`src/rtl/eea_pkg.sv`:
```
package eea_pkg;

    localparam int         ADDR_BITS = 8;
    localparam int         DEV_BITS  = 3;
    localparam logic [3:0] DEV_ID    = 4'b1010;

    typedef enum logic [1:0] {
        ST_IDLE,
        ST_SHIFT,
        ST_ACK,
        ST_IGNORE
    } phase_t;

    typedef struct packed {
        logic scl;
        logic sda;
        logic scl_rise;
        logic scl_fall;
        logic start;
        logic stop;
    } line_ev_t;

    typedef struct packed {
        logic                hit;
        logic                rw;
        logic [DEV_BITS-1:0] blk;
    } addr_dec_t;

    function automatic logic id_matches(input logic [ADDR_BITS-1:0] b);
        return b[ADDR_BITS-1 -: 4] == DEV_ID;
    endfunction

endpackage

```
`src/rtl/eea_line_sync.sv`:
```
module eea_line_sync
    import eea_pkg::*;
#(
    parameter int STAGES = 2
) (
    input  logic     clk,
    input  logic     rst,
    input  logic     scl_i,
    input  logic     sda_i,
    output line_ev_t ev_o
);

    logic [STAGES-1:0] scl_pipe;
    logic [STAGES-1:0] sda_pipe;
    logic              scl_q;
    logic              sda_q;
    logic              scl_s;
    logic              sda_s;

    generate
        if (STAGES == 1) begin : g_one
            always_ff @(posedge clk) begin
                if (rst) begin
                    scl_pipe <= '1;
                    sda_pipe <= '1;
                end else begin
                    scl_pipe <= scl_i;
                    sda_pipe <= sda_i;
                end
            end
        end else begin : g_many
            always_ff @(posedge clk) begin
                if (rst) begin
                    scl_pipe <= '1;
                    sda_pipe <= '1;
                end else begin
                    scl_pipe <= {scl_pipe[STAGES-2:0], scl_i};
                    sda_pipe <= {sda_pipe[STAGES-2:0], sda_i};
                end
            end
        end
    endgenerate

    assign scl_s = scl_pipe[STAGES-1];
    assign sda_s = sda_pipe[STAGES-1];

    always_ff @(posedge clk) begin
        if (rst) begin
            scl_q <= 1'b1;
            sda_q <= 1'b1;
        end else begin
            scl_q <= scl_s;
            sda_q <= sda_s;
        end
    end

    always_comb begin
        ev_o.scl      = scl_s;
        ev_o.sda      = sda_s;
        ev_o.scl_rise = scl_s & ~scl_q;
        ev_o.scl_fall = ~scl_s & scl_q;
        ev_o.start    = scl_s & scl_q & sda_q & ~sda_s;
        ev_o.stop     = scl_s & scl_q & ~sda_q & sda_s;
    end


    edge_excl_chk: assert property (@(posedge clk) disable iff (rst)
        $onehot0({ev_o.start, ev_o.stop, ev_o.scl_rise, ev_o.scl_fall}));

endmodule

```
`src/rtl/eea_addr_cmp.sv`:
```
module eea_addr_cmp
    import eea_pkg::*;
#(
    parameter int BLK_BITS = 1
) (
    input  logic [ADDR_BITS-1:0] addr_byte_i,
    input  logic [DEV_BITS-1:0]  pins_i,
    output addr_dec_t            dec_o
);

    logic [DEV_BITS-1:0] pin_ok;
    logic [DEV_BITS-1:0] blk;

    generate
        for (genvar i = 0; i < DEV_BITS; i++) begin : g_bit
            if (i < BLK_BITS) begin : g_blk
                assign pin_ok[i] = 1'b1;
                assign blk[i]    = addr_byte_i[i+1];
            end else begin : g_pin
                assign pin_ok[i] = addr_byte_i[i+1] == pins_i[i];
                assign blk[i]    = 1'b0;
            end
        end
    endgenerate

    always_comb begin
        dec_o.hit = id_matches(addr_byte_i) & (&pin_ok);
        dec_o.rw  = addr_byte_i[0];
        dec_o.blk = blk;
    end

endmodule

```
`src/rtl/eea_addr_fsm.sv`:
```
module eea_addr_fsm
    import eea_pkg::*;
(
    input  logic                 clk,
    input  logic                 rst,
    input  line_ev_t             ev_i,
    input  addr_dec_t            dec_i,
    output logic [ADDR_BITS-1:0] shreg_o,
    output logic                 sda_oe_o,
    output logic                 match_o,
    output logic                 rw_o,
    output logic [DEV_BITS-1:0]  blk_sel_o
);

    localparam int CNT_W = $clog2(ADDR_BITS + 1);
    localparam logic [CNT_W-1:0] FULL = CNT_W'(ADDR_BITS);

    phase_t           phase;
    logic [CNT_W-1:0] cnt;

    always_ff @(posedge clk) begin
        if (rst) begin
            phase     <= ST_IDLE;
            cnt       <= '0;
            shreg_o   <= '0;
            sda_oe_o  <= 1'b0;
            match_o   <= 1'b0;
            rw_o      <= 1'b0;
            blk_sel_o <= '0;
        end else begin
            match_o <= 1'b0;
            if (ev_i.start) begin
                phase    <= ST_SHIFT;
                cnt      <= '0;
                sda_oe_o <= 1'b0;
            end else if (ev_i.stop) begin
                phase    <= ST_IDLE;
                cnt      <= '0;
                sda_oe_o <= 1'b0;
            end else begin
                case (phase)
                    ST_SHIFT: begin
                        if (ev_i.scl_rise && cnt != FULL) begin
                            shreg_o <= {shreg_o[ADDR_BITS-2:0], ev_i.sda};
                            cnt     <= cnt + 1'b1;
                        end else if (ev_i.scl_fall && cnt == FULL) begin
                            if (dec_i.hit) begin
                                phase     <= ST_ACK;
                                sda_oe_o  <= 1'b1;
                                match_o   <= 1'b1;
                                rw_o      <= dec_i.rw;
                                blk_sel_o <= dec_i.blk;
                            end else begin
                                phase <= ST_IGNORE;
                            end
                        end
                    end
                    ST_ACK: begin
                        if (ev_i.scl_fall) begin
                            sda_oe_o <= 1'b0;
                            phase    <= ST_IDLE;
                        end
                    end
                    default: ;
                endcase
            end
        end
    end


    oe_rise_on_fall_chk: assert property (@(posedge clk) disable iff (rst)
        $rose(sda_oe_o) |-> $past(ev_i.scl_fall));


    oe_drop_chk: assert property (@(posedge clk) disable iff (rst)
        $fell(sda_oe_o) |-> $past(ev_i.scl_fall || ev_i.start || ev_i.stop));


    match_pulse_chk: assert property (@(posedge clk) disable iff (rst)
        match_o |=> !match_o);


    match_id_chk: assert property (@(posedge clk) disable iff (rst)
        match_o |-> id_matches(shreg_o));


    hold_chk: assert property (@(posedge clk) disable iff (rst)
        !match_o |-> ($stable(rw_o) && $stable(blk_sel_o)));


    start_release_chk: assert property (@(posedge clk) disable iff (rst)
        ev_i.start |=> !sda_oe_o);

endmodule

```
`src/rtl/eeprom_addr_decoder.sv`:
```
module eeprom_addr_decoder
    import eea_pkg::*;
#(
    parameter int BLK_BITS    = 1,
    parameter int SYNC_STAGES = 2
) (
    input  logic                clk,
    input  logic                rst,
    input  logic                scl_i,
    input  logic                sda_i,
    input  logic [DEV_BITS-1:0] pin_addr_i,
    output logic                sda_oe_o,
    output logic                match_o,
    output logic                rw_o,
    output logic [DEV_BITS-1:0] blk_sel_o
);

    line_ev_t              ev;
    addr_dec_t             dec;
    logic [ADDR_BITS-1:0]  shreg;

    eea_line_sync #(.STAGES(SYNC_STAGES)) u_sync (
        .clk   (clk),
        .rst   (rst),
        .scl_i (scl_i),
        .sda_i (sda_i),
        .ev_o  (ev)
    );

    eea_addr_cmp #(.BLK_BITS(BLK_BITS)) u_cmp (
        .addr_byte_i (shreg),
        .pins_i      (pin_addr_i),
        .dec_o       (dec)
    );

    eea_addr_fsm u_fsm (
        .clk       (clk),
        .rst       (rst),
        .ev_i      (ev),
        .dec_i     (dec),
        .shreg_o   (shreg),
        .sda_oe_o  (sda_oe_o),
        .match_o   (match_o),
        .rw_o      (rw_o),
        .blk_sel_o (blk_sel_o)
    );

endmodule

```
`config.mk`:
```
export PLATFORM = sky130hd
export DESIGN_NAME = eeprom_addr_decoder
export DESIGN_NICKNAME = d
export VERILOG_FILES = /design/src/rtl/eea_pkg.sv /design/src/rtl/eea_line_sync.sv /design/src/rtl/eea_addr_cmp.sv /design/src/rtl/eea_addr_fsm.sv /design/src/rtl/eeprom_addr_decoder.sv
export SDC_FILE = /design/constraint.sdc
export NUM_CORES = 1
export LEC_CHECK = 0
export ABC_AREA = 1
export ABC_CLOCK_PERIOD_IN_PS = 1500
export BUFFER_PORTS_ARGS = -buffer_cell sky130_fd_sc_hd__buf_2
export CAP_MARGIN = 30
export CORE_MARGIN = 1.5
export CORE_UTILIZATION = 55
export CTS_BUF_LIST = sky130_fd_sc_hd__clkbuf_4 sky130_fd_sc_hd__clkbuf_8
export DETAILED_ROUTE_END_ITERATION = 8
export PLACE_DENSITY = 0.79
export SETUP_SLACK_MARGIN = 0.05
export SLEW_MARGIN = 20
export SYNTH_ARGS = -nofsm -noshare
export SYNTH_HDL_FRONTEND = slang
export SYNTH_HIERARCHICAL = 1
export SYNTH_SLANG_ARGS = --single-unit
```
`constraint.sdc`:
```
create_clock -name clk -period 1.5 [get_ports clk]
set_input_delay 0.075 -clock clk [delete_from_list [all_inputs] [get_ports clk]]
set_output_delay 0.075 -clock clk [all_outputs]
set_load 0.02 [all_outputs]
```
Word level (Yosys, flattened, before mapping)
Index checks and enable logic that the tools add are counted.
{ "word_totals": {"ff_bits": 24, "out_inout_bits": 6} }
{ "op_classes": {"n_addsub": 1, "eq_ne": 14, "muxes": 13, "bitwise_logic": 17, "reduce_logical": 13} }
{ "op_table": {"columns": ["cell", "n"], "rows": [
  ["4-bit AND reduction", 3],
  ["1-bit NOT", 9],
  ["1-bit bitwise AND", 8],
  ["4-bit equality test, second input constant", 2],
  ["1-bit 2-to-1 mux", 8],
  ["4-bit by 3-bit != test with 1-bit output, second input constant", 2],
  ["4-bit != test, second input constant", 2],
  ["2-bit 2-to-1 mux", 3],
  ["6-bit AND reduction", 1],
  ["6-bit OR reduction", 1],
  ["5-bit AND reduction", 1],
  ["4-bit by 1-bit adder with 4-bit output, second input constant", 1],
  ["2-bit by 1-bit != test with 1-bit output, second input constant", 2],
  ["2-bit != test, second input constant", 2],
  ["2-bit one-hot mux with 2 select lines", 1],
  ["2-bit AND reduction", 2],
  ["4-bit nonzero test", 1],
  ["3-bit OR reduction", 1],
  ["1-bit equality test", 2],
  ["2-bit by 1-bit equality test with 1-bit output, second input constant", 1],
  ["2-bit equality test, second input constant", 1],
  ["1-bit logical AND", 2],
  ["1-bit one-hot mux with 2 select lines", 1],
  ["2-bit nonzero test", 1]
]} }

Depth between registers and ports, before layout
Gate-level depths: netlist (run 1).
{ "logic_depth": {"ltp_word": 9, "mapped_depth": 11, "mapped_depth_nobuf": 11} }

Cells and area by module
The synthesis (run 1) kept the hierarchy.
{ "modules_own_cells": {"columns": ["mod", "n_inst", "cells_per_inst", "area_per_inst_um2", "seq_area_each_um2"], "rows": [
  ["eea_addr_fsm", 1, 135, 988.4, 400.4],
  ["eea_line_sync", 1, 26, 212.7, 120.1],
  ["eea_addr_cmp", 1, 18, 92.6, 0.0]
]} }

Worst setup path before layout (run 1)
OpenSTA, ideal clock, no wires.
{ "synth_timing": {"kind": "reg-to-reg", "start": "reg u_fsm.cnt[1]", "end": "reg u_fsm.shreg_o[0]", "arrival_time_ns": 1.186, "required_ns": 1.381, "slack_ns": 0.194, "path_stages_with_launch": 8, "period_less_slack_ns": 1.306, "path_cell_list": "dfxtp_1 > inv_1 > ha_1 > nand3_2 > nand4_4 > buf_6 > o21ai_0 > a21oi_1"} }
{ "synth_via": {"elab_chain_len": 3} }
{ "synth_rtl": {"columns": ["element", "line", "text"], "rows": [
  ["from (decl)", "eea_addr_fsm.sv:19", "logic [CNT_W-1:0] cnt;"],
  ["from (signal assigned)", "eea_addr_fsm.sv:45", "cnt <= cnt + 1'b1;"],
  ["4-bit != test", "eea_addr_fsm.sv:43", "if (ev_i.scl_rise && cnt != FULL) begin"],
  ["1-bit logical AND", "eea_addr_fsm.sv:43", null],
  ["4-bit AND reduction (no source line)", null, null],
  ["to (signal assigned)", "eea_addr_fsm.sv:44", "shreg_o <= {shreg_o[ADDR_BITS-2:0], ev_i.sda};"],
  ["to (decl)", "eea_addr_fsm.sv:8", "output logic [ADDR_BITS-1:0] shreg_o,"]
]} }
Every way passes these cells.
A chain may end at the register's enable or synchronous reset.

==> results of run 1 <==
==> per-layer routing <==
metal | up-vias | share of wire [%] | GRT usage (%)
met1 | 516 | 45 | 21.20
met2 | 21 | 50 | 33.12
li1 | 589 | - | -
met5 | - | 0 | 0
met3 | 4 | 3.2 | 3.801
met4 | 0 | 1.9 | 12.72
==> critical path: cells and delay by family, from the launching register on <==
kind	cells	cell delay, ns
AO/OA/AOI/OAI	2	0.22
AND/OR/NAND/NOR	4	0.61
buffers and inverters	1	0.14
flip-flops	1	0.35
==> report_power, final <==
group	internal (mW)	switching, mW	leakage, nW	total [mW]
clock	0.271	0.208	0.0279	0.479
combinational	0.0553	0.0848	0.469	0.140
sequential	0.705	0.0108	0.212	0.716
total	1.03	0.304	0.709	1.33
==> stage by stage <==
stage | hold slack [ns] | util [%] | setup slack (ns) | setup TNS (ns)
6_report | 0.01679 | 71.32 | 0.1070 | 0
5_1_grt | 0.01551 | 71.32 | -0.001746 | -0.001746
4_1_cts | 0.01231 | 63.91 | 0.04556 | 0
3_5_place_dp | 0.2577 | 60.52 | 0.03553 | 0
3_3_place_gp | 0.2544 | 60.52 | 0.08431 | 0
2_1_floorplan | 0.1474 | - | 0.1942 | 0
==> sequential cells by signal (all words and copies together), names as in the netlist, 2 cells and up <==
signal,flops
u_fsm/blk_sel_o,3
u_fsm/cnt,4
u_fsm/phase,2
u_fsm/shreg_o,8
u_sync/scl_pipe,2
u_sync/sda_pipe,2
==> repair_timing <==
action | in CTS | in global routing
gates resized for setup | 2 | 25
gates cloned | 0 | 4
buffers inserted | 0 | 4
hold endpoints to repair | 2 | 0
setup endpoints to repair | 2 | 17
hold buffers | 2 | 0
pin swaps | 0 | 7
==> worst max path at each step <==
| stage | cells after the start | endpoint | start |
|---|---|---|---|
| 6_report | 7 | u_fsm/cnt[1]$_SDFFE_PP0P_ | u_sync/scl_pipe[1]$_SDFF_PP1_ |
| 5_1_grt | 7 | u_fsm/cnt[1]$_SDFFE_PP0P_ | u_sync/scl_pipe[1]$_SDFF_PP1_ |
| 4_1_cts | 9 | u_fsm/phase[0]$_SDFFE_PP0P_ | u_fsm/cnt[0]$_SDFFE_PP0P_ |
| 3_5_place_dp | 8 | u_fsm/cnt[3]$_SDFFE_PP0P_ | u_fsm/cnt[1]$_SDFFE_PP0P_ |
| 3_3_place_gp | 6 | u_fsm/shreg_o[2]$_SDFFE_PP0P_ | u_fsm/cnt[1]$_SDFFE_PP0P_ |
| 2_1_floorplan | 7 | u_fsm/shreg_o[0]$_SDFFE_PP0P_ | u_fsm/cnt[1]$_SDFFE_PP0P_ |
==> cell type report <==
class                   instances  area [µm²]
well taps                      28       35.03
multi-input cells             118       723.2
inverters                      32       122.6
fillers                       179       634.4
clock buffers                   3       22.52
clock inverters                 1       30.03
repair buffers                 19       120.1
flip-flops and latches         26       524.3
==> metrics, run 1 <==
Placed Cells=213; ant diodes=0; grt ovf=0; starting density of the core=58.14%; post-route cell area=0.001578 mm²; Mapped Area=0.001286 mm²; CTS tree=built; Max FO, Critical Path=5; Port Buf Inserts=11; fmax=717.9 MHz; Nets=211; highest-count cells in the layout ignoring fill and taps=34 x nand2_1, 27 x inv_1, 25 x nor2_1, 23 x dfxtp_1, 11 x buf_2; Min-Delay Startpoint=rst; CTS Buffer Depth=2; vias post-DR=1130; later-pin clock latency in the skew report=0.33 ns; Ys Warns=6; number of DRC markers in iteration 0=20; RR Endpoint=u_fsm/cnt[1]$_SDFFE_PP0P_; via density per instance=4.978; Worst Setup End Kind=flip-flop; Tmin final=1.393 ns; RePlAce Congestion=0.8346; die footprint=0.002638 mm²; Peak VDD IR=786.6 µV; Detailed Route WL=2529 µm; vias in the first global route=927; status=finished clean; maxcap violations=0; Max H-tree Level=1; Crit Path Class=reg -> reg; RR Startpoint=u_sync/scl_pipe[1]$_SDFF_PP1_; gr usage total=19.24%; first-pass GRT wire length=3719 µm; Root Buffer=clkbuf_4; CP Launch Type=flip-flop; hold depth=2; synthesized instance count=178; die width=51.36 µm; hold worst-path end=u_fsm/shreg_o[6]$_SDFFE_PP0P_; core area=0.002212 mm²; largest net degree at the start of global routing=18; DRC=0; Die Span Y=51.36 µm; DP Wirelength=1669 µm; RSZ-0062 raised after global routing=yes; HP Class=in -> reg; Layout area overhead=22.67%; initial antenna violation count=0; Ports=13; TritonCTS buffer count=3; worst path cell trace=nand2_1 > nor2_4 > nor2_4 > nand2_1 > inv_1 > o21ai_0 > a21oi_1; critical path's slowest cell=dfxtp_1; most common cell after layout, fill and taps aside=nand2_1; crit-path max cell delay=0.35 ns; routed length per placed instance=11.14 µm; synthesized area per cell=7.226 µm²; Max Transition Viols Final=0; Design Power=1.335 mW; layout cell share with drive strength beyond 1=27.14%; Setup-failing EPs final=0; FF-to-FF path depth=7; # rows=17; clk slew on worst S/H paths=0.15 ns; non-filler cells, final=227; drt first pass iters=4; P_leak=0.7089 nW; Final Skew=0.01606 ns; final worst-path cycle share=92.86%; final hold vios=0; crit path DAT=1.65 ns; Area after DPL=0.001339 mm²; power per cell area=846.0 mW/mm²; clock tree sinks=26; reg2reg setup slack=0.11 ns; antenna viol nets, final=0; WP data required=1.75 ns
Power figures use the tool's default switching activity.
==> run 2: changes to the inputs <==
--- a/config.mk
+++ b/config.mk
@@ -13,10 +13,9 @@
 export CORE_UTILIZATION = 55
 export CTS_BUF_LIST = sky130_fd_sc_hd__clkbuf_4 sky130_fd_sc_hd__clkbuf_8
 export DETAILED_ROUTE_END_ITERATION = 8
-export PLACE_DENSITY = 0.79
+export PLACE_DENSITY = 0.8
 export SETUP_SLACK_MARGIN = 0.05
 export SLEW_MARGIN = 20
 export SYNTH_ARGS = -nofsm -noshare
 export SYNTH_HDL_FRONTEND = slang
-export SYNTH_HIERARCHICAL = 1
 export SYNTH_SLANG_ARGS = --single-unit
==> metrics, run 2 <==
setup ws final=0.06629 ns; initial antenna violation count=0; post-synthesis compound-gate area fraction=10.90%; Die Span Y=46.82 µm; HP Class=in -> reg; Final Skew=0.004691 ns; ant diodes=0; Final Util=69.65%; RSZ-0062 raised after global routing=yes; Detailed Route WL=1981 µm; post-synthesis adder-cell area fraction=4.739%; CP Launch Type=flip-flop; Area after DPL=0.001119 mm²; Placement Setup Slack=0.07770 ns; status=finished clean; die footprint=0.002192 mm²; Tmin final=1.434 ns; Max FO, Critical Path=4; vias in the first global route=798; max FFs per register=8; DP Wirelength=1377 µm; Synth cell types=18; maxcap violations=0; Max Transition Viols Final=0; RePlAce Congestion=0.7810; clock tree sinks=24; Synth Flop Type=dfxtp_1; Post-Synth XOR/XNOR Area=1.659%; P_leak=0.5960 nW; Seq/Total Area, Yosys=45.50%; DRC=0; Worst path most repeated cell=nand2_1; most common cell after layout, fill and taps aside=nand2_1; via density per instance=4.827; number of filler cells placed in the layout=145; crit path DAT=1.66 ns; Mapped Area=0.001056 mm²; crit-path max cell delay=0.41 ns; Synth top area share=45.50%; EDFF count, synth=0; top cells by count, synth=29 x nand2_1, 24 x dfxtp_1, 22 x inv_1, 17 x nor2_1; grt ovf=0; CTS tree=built; Ports=13; number of DRC markers in iteration 0=22; synthesized area per cell=7.233 µm²; later-pin clock latency in the skew report=0.31 ns; # rows=15; layout cell share with drive strength beyond 1=20.63%; Crit Path Class=reg -> reg; die width=46.82 µm; clk slew on worst S/H paths=0.13 ns; routed length per placed instance=10.71 µm; Nets=172; power per cell area=1249 mW/mm²; critical path's slowest cell=dfxtp_1; Peak VDD IR=838.2 µV; Root Buffer=clkbuf_4; multiplexer share of the synthesized area=0%; core area=0.001764 mm²; final hold vios=0; highest-count cells in the layout ignoring fill and taps=29 x nand2_1, 22 x inv_1, 22 x dfxtp_1, 17 x nor2_1, 11 x a21oi_1; starting density of the core=59.86%; vias post-DR=893; cell taking the most area after synthesis=dfxtp_1; Worst Setup End Kind=flip-flop; TritonCTS buffer count=3; CTS Buffer Depth=2; synthesized instance count=146; largest net degree at the start of global routing=14; count leader, synth=nand2_1; post-route cell area=0.001229 mm²; Port Buf Inserts=9; gr usage total=20.13%; final worst-path cycle share=95.58%; WP data required=1.72 ns; first-pass GRT wire length=3139 µm; Layout area overhead=16.35%; Ys Warns=0; Async SR Flop Fraction=0%; post-synthesis register bit count=24; top flop regs=u_fsm.shreg_o (8), u_fsm.cnt (4); worst path cell trace=inv_1 > ha_1 > or2_2 > nand2_1 > nor2_1 > nand2_1 > nand2_1 > nand2_1 > inv_1; Setup-failing EPs final=0; antenna viol nets, final=0; drt first pass iters=4; Design Power=1.534 mW; main combinational cell family by area after synthesis=simple AND/OR/NAND/NOR gates; Max H-tree Level=1; fmax=697.5 MHz; area share of and/or/nand/nor cells after synthesis=25.95%; Synth area leaders=dfxtp_1 45%, nand2_1 10%, inv_1 7.8%, nor2_1 6.0%, a21oi_1 5.2%; Biggest register=u_fsm.shreg_o
==> run 2: worst paths after layout <==
| path | cells after the start | start | slack, ns | end |
|---|---|---|---|---|
| max | 9 | u_fsm.phase[0]$_SDFFE_PP0P_ | 0.07 | u_fsm.sda_oe_o$_SDFFE_PP0P_ |
| min | 2 | rst | 0.006 | u_fsm.match_o$_SDFF_PP0_ |
| max reg2reg | 9 | u_fsm.phase[0]$_SDFFE_PP0P_ | 0.07 | u_fsm.sda_oe_o$_SDFFE_PP0P_ |
| min reg2reg | 1 | u_sync.scl_pipe[0]$_SDFF_PP1_ | 0.43 | u_sync.scl_pipe[1]$_SDFF_PP1_ |
==> run 2: cells by family after synthesis <==
group | count (synthesis)
simple gates | 64
buf+inv | 28
flops | 24
compound gates | 23
fa+ha+maj | 4
xor+xnor | 2
other cells | 1
==> run 2: layout make-up <==
| type | count | area (µm²) | area share, % |
|---|---|---|---|
| multi-input combinational | 95 | 505.5 | 41.14 |
| sequential | 24 | 483.0 | 39.31 |
| inverter | 24 | 92.59 | 7.536 |
| timing repair buffer | 13 | 80.08 | 6.517 |
| clock buffer | 4 | 36.28 | 2.953 |
| tap | 25 | 31.28 | 2.546 |
==> run 2: metal layers <==
layer | track usage [%] | routed length [µm] | up-vias | share of wire [%]
met1 | 21.82 | 904 | 394 | 46
met3 | 3.846 | 56 | 8 | 2.8
met5 | 0 | 0 | - | 0
met2 | 38.36 | 969 | 16 | 49
met4 | 7.222 | 51 | 0 | 2.6
li1 | - | - | 475 | -
==> run 2: through the flow <==
stage                     hold slack [ns]  cells  setup TNS (ns)
after detailed placement           0.2616    178               0
after CTS                      0.00001765    184               0
after global placement             0.2590    178               0
final                            0.006343    185               0
after floorplan                    0.1474    147               0
after global routing             0.006841    185        -0.05970
==> run 2: worst max-delay path, delay by kind of cell, from the launching register on <==
| family | cells | cell delay, ns |
|---|---|---|
| AND/OR/NAND/NOR | 6 | 0.59 |
| buffers and inverters | 2 | 0.11 |
| flip-flops | 1 | 0.41 |
| adder cells (fa/ha/maj) | 1 | 0.24 |
==> run 2: report_power, final <==
| part | switching, mW | internal, mW |
|---|---|---|
| logic | 0.275 | 0.196 |
| registers | 0.0386 | 0.691 |
| clock network | 0.186 | 0.148 |
==> run 2: what timing repair did <==
item                       in CTS  in global routing
resized for setup               0                 12
buffers inserted                0                  1
hold endpoints to repair        2                  0
hold buffers                    2                  0
setup endpoints to repair       0                 17
